`src/rtl/vpw_tx_pkg.sv`:
```
package vpw_tx_pkg;

  typedef enum logic [2:0] {
    ST_IDLE,
    ST_SOF,
    ST_BIT,
    ST_EOD,
    ST_IFS,
    ST_LEAD,
    ST_BRK
  } tx_state_e;

  // A symbol is long when the bit value differs from "sent active".
  function automatic int unsigned bit_span(input logic bval, input logic lvl_active,
                                           input int unsigned short_us,
                                           input int unsigned long_us);
    return (bval ^ lvl_active) ? long_us : short_us;
  endfunction

  function automatic int unsigned max_of(input int unsigned a, input int unsigned b);
    return (a > b) ? a : b;
  endfunction

endpackage

```
`src/rtl/vpw_span_timer.sv`:
```
module vpw_span_timer #(
  parameter int CNT_W = 9
) (
  input  logic             clk,
  input  logic             rst_n,
  input  logic             tick,
  input  logic             load,
  input  logic [CNT_W-1:0] load_val,
  output logic             expire
);
  logic [CNT_W-1:0] remain;

  always_ff @(posedge clk or negedge rst_n) begin
    if (!rst_n)                    remain <= '0;
    else if (load)                 remain <= load_val;
    else if (tick && remain != '0) remain <= remain - 1'b1;
  end

  // The symbol ends on the tick that uses up the last microsecond.
  assign expire = tick && (remain == CNT_W'(1));
endmodule

```
`src/rtl/vpw_bit_shifter.sv`:
```
module vpw_bit_shifter #(
  parameter int W = 8
) (
  input  logic         clk,
  input  logic         rst_n,
  input  logic         load,
  input  logic [W-1:0] data,
  input  logic         last_in,
  input  logic         adv,
  output logic         cur_bit,
  output logic         nxt_bit,
  output logic         final_bit,
  output logic         last_q
);
  localparam int IW = (W > 1) ? $clog2(W) : 1;

  logic [W-1:0]  sh;
  logic [IW-1:0] idx;

  always_ff @(posedge clk or negedge rst_n) begin
    if (!rst_n) begin
      sh     <= '0;
      idx    <= '0;
      last_q <= 1'b0;
    end else if (load) begin
      sh     <= data;
      idx    <= '0;
      last_q <= last_in;
    end else if (adv) begin
      sh     <= {sh[W-2:0], 1'b0};
      idx    <= idx + 1'b1;
    end
  end

  assign cur_bit   = sh[W-1];
  assign nxt_bit   = sh[W-2];
  assign final_bit = (idx == IW'(W-1));
endmodule

```
`src/rtl/vpw_tx.sv`:
```
module vpw_tx
  import vpw_tx_pkg::*;
#(
  parameter int W        = 8,
  parameter int US_SHORT = 64,
  parameter int US_LONG  = 128,
  parameter int US_SOF   = 200,
  parameter int US_EOD   = 200,
  parameter int US_IFS   = 300,
  parameter int US_BRK   = 300
) (
  input  logic         clk,
  input  logic         rst_n,
  input  logic         us_tick,
  input  logic         in_valid,
  output logic         in_ready,
  input  logic [W-1:0] in_data,
  input  logic         in_last,
  input  logic         brk_req,
  output logic         bus_out
);
  localparam int unsigned MAX_US = max_of(max_of(max_of(US_LONG, US_SOF), US_IFS),
                                          max_of(US_BRK, US_EOD));
  localparam int CNT_W  = $clog2(MAX_US + 1);
  localparam int IFS_REM = US_IFS - US_EOD;

  tx_state_e        st, st_d;
  logic             bus_q, bus_d;
  logic             tm_load;
  logic [CNT_W-1:0] tm_val;
  logic             sh_adv;
  logic             cur_bit, nxt_bit, final_bit, last_q;

  // Named events, also observed by the checker.
  logic sym_end, byte_end, need_next, brk_honor, brk_go, accept;

  function automatic logic [CNT_W-1:0] span(input logic b, input logic lvl);
    return CNT_W'(bit_span(b, lvl, US_SHORT, US_LONG));
  endfunction

  vpw_span_timer #(.CNT_W(CNT_W)) u_timer (
    .clk(clk), .rst_n(rst_n), .tick(us_tick),
    .load(tm_load), .load_val(tm_val), .expire(sym_end)
  );

  vpw_bit_shifter #(.W(W)) u_shift (
    .clk(clk), .rst_n(rst_n), .load(accept), .data(in_data), .last_in(in_last),
    .adv(sh_adv), .cur_bit(cur_bit), .nxt_bit(nxt_bit),
    .final_bit(final_bit), .last_q(last_q)
  );

  assign byte_end  = (st == ST_BIT) && sym_end && final_bit;
  assign need_next = byte_end && !last_q;
  assign brk_honor = brk_req && (st == ST_IDLE || st == ST_SOF ||
                                 st == ST_BIT  || st == ST_EOD);
  assign in_ready  = !brk_req && ((st == ST_IDLE) || need_next);
  assign accept    = in_valid && in_ready;
  assign brk_go    = brk_honor || (need_next && !in_valid);

  always_comb begin
    st_d    = st;
    bus_d   = bus_q;
    tm_load = 1'b0;
    tm_val  = '0;
    sh_adv  = 1'b0;
    if (brk_go) begin
      tm_load = 1'b1;
      if (bus_q) begin
        st_d   = ST_LEAD;
        bus_d  = 1'b0;
        tm_val = CNT_W'(US_SHORT);
      end else begin
        st_d   = ST_BRK;
        bus_d  = 1'b1;
        tm_val = CNT_W'(US_BRK);
      end
    end else begin
      unique case (st)
        ST_IDLE: if (accept) begin
          st_d    = ST_SOF;
          bus_d   = 1'b1;
          tm_load = 1'b1;
          tm_val  = CNT_W'(US_SOF);
        end
        ST_SOF: if (sym_end) begin
          st_d    = ST_BIT;
          bus_d   = 1'b0;
          tm_load = 1'b1;
          tm_val  = span(cur_bit, 1'b0);
        end
        ST_BIT: if (sym_end) begin
          tm_load = 1'b1;
          if (!final_bit) begin
            sh_adv = 1'b1;
            bus_d  = !bus_q;
            tm_val = span(nxt_bit, !bus_q);
          end else if (last_q) begin
            st_d   = ST_EOD;
            bus_d  = 1'b0;
            tm_val = CNT_W'(US_EOD);
          end else begin
            bus_d  = 1'b0;
            tm_val = span(in_data[W-1], 1'b0);
          end
        end
        ST_EOD: if (sym_end) begin
          st_d    = ST_IFS;
          tm_load = 1'b1;
          tm_val  = CNT_W'(IFS_REM);
        end
        ST_IFS: if (sym_end) st_d = ST_IDLE;
        ST_LEAD: if (sym_end) begin
          st_d    = ST_BRK;
          bus_d   = 1'b1;
          tm_load = 1'b1;
          tm_val  = CNT_W'(US_BRK);
        end
        ST_BRK: if (sym_end) begin
          st_d    = ST_IFS;
          bus_d   = 1'b0;
          tm_load = 1'b1;
          tm_val  = CNT_W'(US_IFS);
        end
        default: st_d = ST_IDLE;
      endcase
    end
  end

  always_ff @(posedge clk or negedge rst_n) begin
    if (!rst_n) begin
      st    <= ST_IDLE;
      bus_q <= 1'b0;
    end else begin
      st    <= st_d;
      bus_q <= bus_d;
    end
  end

  assign bus_out = bus_q;
endmodule

```
`config.mk`:
```
export PLATFORM = sky130hd
export DESIGN_NAME = vpw_tx
export DESIGN_NICKNAME = d
export VERILOG_FILES = /design/src/rtl/vpw_tx_pkg.sv /design/src/rtl/vpw_span_timer.sv /design/src/rtl/vpw_bit_shifter.sv /design/src/rtl/vpw_tx.sv
export SDC_FILE = /design/constraint.sdc
export NUM_CORES = 1
export LEC_CHECK = 0
export BUFFER_PORTS_ARGS = -buffer_cell sky130_fd_sc_hd__buf_2
export CAP_MARGIN = 20
export CELL_PAD_IN_SITES_DETAIL_PLACEMENT = 1
export CELL_PAD_IN_SITES_GLOBAL_PLACEMENT = 2
export CORE_ASPECT_RATIO = 1.25
export CORE_MARGIN = 2
export CORE_UTILIZATION = 40
export DETAILED_ROUTE_END_ITERATION = 6
export PLACE_DENSITY_LB_ADDON = 0.25
export SKIP_CTS_REPAIR_TIMING = 1
export SLEW_MARGIN = 20
export SYNTH_ARGS = -nofsm -noshare
export SYNTH_HDL_FRONTEND = slang
export SYNTH_SLANG_ARGS = --single-unit
export TNS_END_PERCENT = 100
```
`constraint.sdc`:
```
create_clock -name clk -period 3.8 [get_ports clk]
set_input_delay 0.57 -clock clk [delete_from_list [all_inputs] [get_ports clk]]
set_output_delay 0.57 -clock clk [all_outputs]
set_load 0.02 [all_outputs]
```
==> reports/results.tsv <==
stage	metric	value	unit
logic_synthesis	main combinational cell family by area after synthesis	compound AO/OA/AOI/OAI gates	
worst_hold_path	Hold/Removal Path Class	input port to async pin	
placed_design	Place WS	1.34	ns
placed_design	port bufs	15	
layout	commonest cells after routing, fill and taps aside	dfrtp_1 (25), buf_2 (15), nand2_1 (12), inv_1 (11), nor2_1 (11)	
drt	final wirelength	4970	µm
timing	Slew Limit Fails	0	
layout	Synth-to-Final Area Change	5.11	%
worst_setup_path	Max FO, Critical Path	11	
timing	Max Fclk	0.389	GHz
clocking	Root Driver	clkbuf_8	
clocking	H-tree Lvls	1	
clocking	clk slew on worst S/H paths	0.10	ns
floorplanning	total core area	0.00443	mm²
logic_synthesis	Gate Count Post-Synth	200	
logic_synthesis	Synth async-reset ratio	100	%
timing	Setup Skew	0.00508	ns
worst_setup_path	Startpoint Class	flip-flop	
clocking	Clk Latency, worst-skew pair	0.28	ns
clocking	clock buffer depth	2	
logic_synthesis	multiplexer share of the synthesized area	3.03	%
timing	Setup TNS Final	0	ns
timing	final setup fails	0	
worst_setup_path	WP data required	3.23	ns
timing	Slew HR	52.0	%
drt	Via Count	1604	
floorplanning	Die Area	0.00521	mm²
layout	share of cells above drive strength 1	17.6	%
layout	Ant. Diodes	0	
timing	Slew @ Worst Pin	0.720	ns
logic_synthesis	post-synthesis simple-gate area fraction	22.9	%
outcome	status	finished clean	
job	max_cap viols	0	
logic_synthesis	Adder-Cell Fraction of Synth Area	3.36	%
floorplanning	std cell rows	27	
logic_synthesis	Post-synth EDFFs	0	
clocking	CTS tree	yes	
worst_setup_path	Worst Path Arrival	2.00	ns
timing	Final Critical Period	2.57	ns
clocking	Sink Count	25	
timing	Final Cycle Share	67.7	%
logic_synthesis	syn_nets	219	
drt	Post-DRT Antenna Nets	0	
layout	final core utilization	44.2	%
grt	pin count of the biggest net entering global routing	26	
logic_synthesis	Distinct cells, synth	64	
power_and_ir_drop	Leakage Power	0.000832	µW
worst_setup_path	critical path type	flip-flop to primary output	
layout	finished layout cell area	0.00195	mm²
grt	vias in the first global route	1733	
floorplanning	number of top-level pins	16	
timing	Final Hold Fails	0	
logic_synthesis	main flop type after synthesis	dfrtp_1	
power_and_ir_drop	Power Density	704	mW/mm²
clocking	CTS Buf Count	3	
timing	RSZ-0062 raised after global routing	false	
floorplanning	die extent in x	65.0	µm
timing	fin worst setup slack	1.23	ns
worst_setup_path	FF-to-FF path depth	7	
power_and_ir_drop	maximum vdd drop	0.280	mV
logic_synthesis	Syn Std Cell Area	0.00186	mm²
logic_synthesis	Syn Area/Cell	9.30	µm²
logic_synthesis	Synth Area in XOR/XNOR	1.41	%
layout	Final Net Count	225	
drt	DRC Markers	0	
drt	drt pass-1 iters	4	
grt	All-Layer GR Usage	21.2	%
logic_synthesis	Compound-Gate Fraction of Synth Area	28.1	%
layout	most common cell after layout, fill and taps aside	dfrtp_1	
drt	routed vias/inst	6.10	
drt	DRT iter0 DRCs	68	
drt	DR WL/cell	18.9	µm
logic_synthesis	post-synthesis sequential area ratio	33.6	%
logic_synthesis	warnings from Yosys	0	
logic_synthesis	register bit total from synthesis	25	
floorplanning	DIE HEIGHT	80.2	µm
placed_design	HPWL Detailed	3820	µm
placed_design	Routability Congestion	0.863	
floorplanning	initial core utilization	42.0	%
placed_design	Placed Area	0.00191	mm²
grt	grt ovf	0	
worst_setup_path	crit end category	primary output	
grt	antenna violations before repair	0	
grt	global-route wire length before repair	8610	µm
layer usage:
layer | vias to the layer above | global-route usage [%] | wire length (µm)
met5 | - | 0 | 0
met4 | 0 | 6.81 | 61
met3 | 7 | 1.96 | 111
met2 | 23 | 40.7 | 2780
met1 | 811 | 24.3 | 2030
li1 | 763 | - | -
flip-flops by register name (all words and copies together), names as in the netlist:
register and flops:
u_shift.last_q 1, u_shift.idx 3, bus_out 1, st 3, u_shift.sh 8, u_timer.remain 9
cells by family after synthesis:
group           count (synthesis)
compound gates                 67
xor+xnor                        3
fa+ha+maj                       5
buf+inv                        25
flops                          25
mux                             5
simple gates                   70
area by class of cell:
type                            count  area (µm²)
Multi-Input combinational cell    150        1090
Clock buffer                        3        41.3
Tap cell                           58        72.6
Inverter                           11        41.3
Sequential cell                    25         626
Fill cell                         533        2470
Clock inverter                      1        5.00
Timing Repair Buffer               15        75.1
through the flow:
stage,total power (µW),hold slack [ns],std cells
3_3_place_gp,1180,0.465,259
2_1_floorplan,1070,0.274,200
4_1_cts,1380,0.305,263
6_report,1380,0.279,263
5_1_grt,1490,0.316,263
3_5_place_dp,1220,0.470,259
worst max-delay path, stage by stage (launching register included):
cell     delay (ns)
dfrtp_1        0.41
ha_1           0.20
ha_1           0.28
nor2b_1        0.18
a41oi_1        0.38
nor2b_1        0.10
buf_2          0.17
where the power goes:
group | internal [µW] | total [µW] | switching, µW
sequential | 372 | 581 | 209
combinational | 287 | 628 | 342
clock | 73.6 | 167 | 92.9
cell usage after synthesis, types with 3 or more instances:
cell / n / share of area (%)
o21ai_0: 10 / 2.7
nand2b_1: 4 / 1.3
a21oi_1: 7 / 1.9
a221oi_1: 4 / 1.9
nor2b_1: 6 / 2.0
ha_1: 5 / 3.4
nand3_1: 6 / 1.6
dfrtp_1: 25 / 34
a22o_1: 6 / 2.8
mux2i_1: 3 / 1.6
buf_6: 5 / 3.0
clkbuf_1: 4 / 0.81
nand2_1: 12 / 2.4
a31oi_1: 4 / 1.3
inv_1: 11 / 2.2
nor3_1: 7 / 1.9
a21o_1: 6 / 2.4
nor2_1: 11 / 2.2
path summary, 6_finish.rpt:
kind | startpoint | endpoint | slack [ns]
min in group clk | u_shift.sh[5]$_DFFE_PN0P_ | u_shift.sh[5]$_DFFE_PN0P_ | 0.49
min | rst_n | u_timer.remain[5]$_DFFE_PN0P_ | 0.28
max | u_shift.idx[0]$_DFFE_PN0P_ | in_ready | 1.23
max in group asynchronous | rst_n | st[0]$_DFFE_PN0P_ | 3.14
max reg2reg | u_shift.idx[0]$_DFFE_PN0P_ | u_timer.remain[3]$_DFFE_PN0P_ | 1.32
min reg2reg | u_shift.sh[5]$_DFFE_PN0P_ | u_shift.sh[5]$_DFFE_PN0P_ | 0.49
Note: power is estimated with default switching activity, not from simulation.
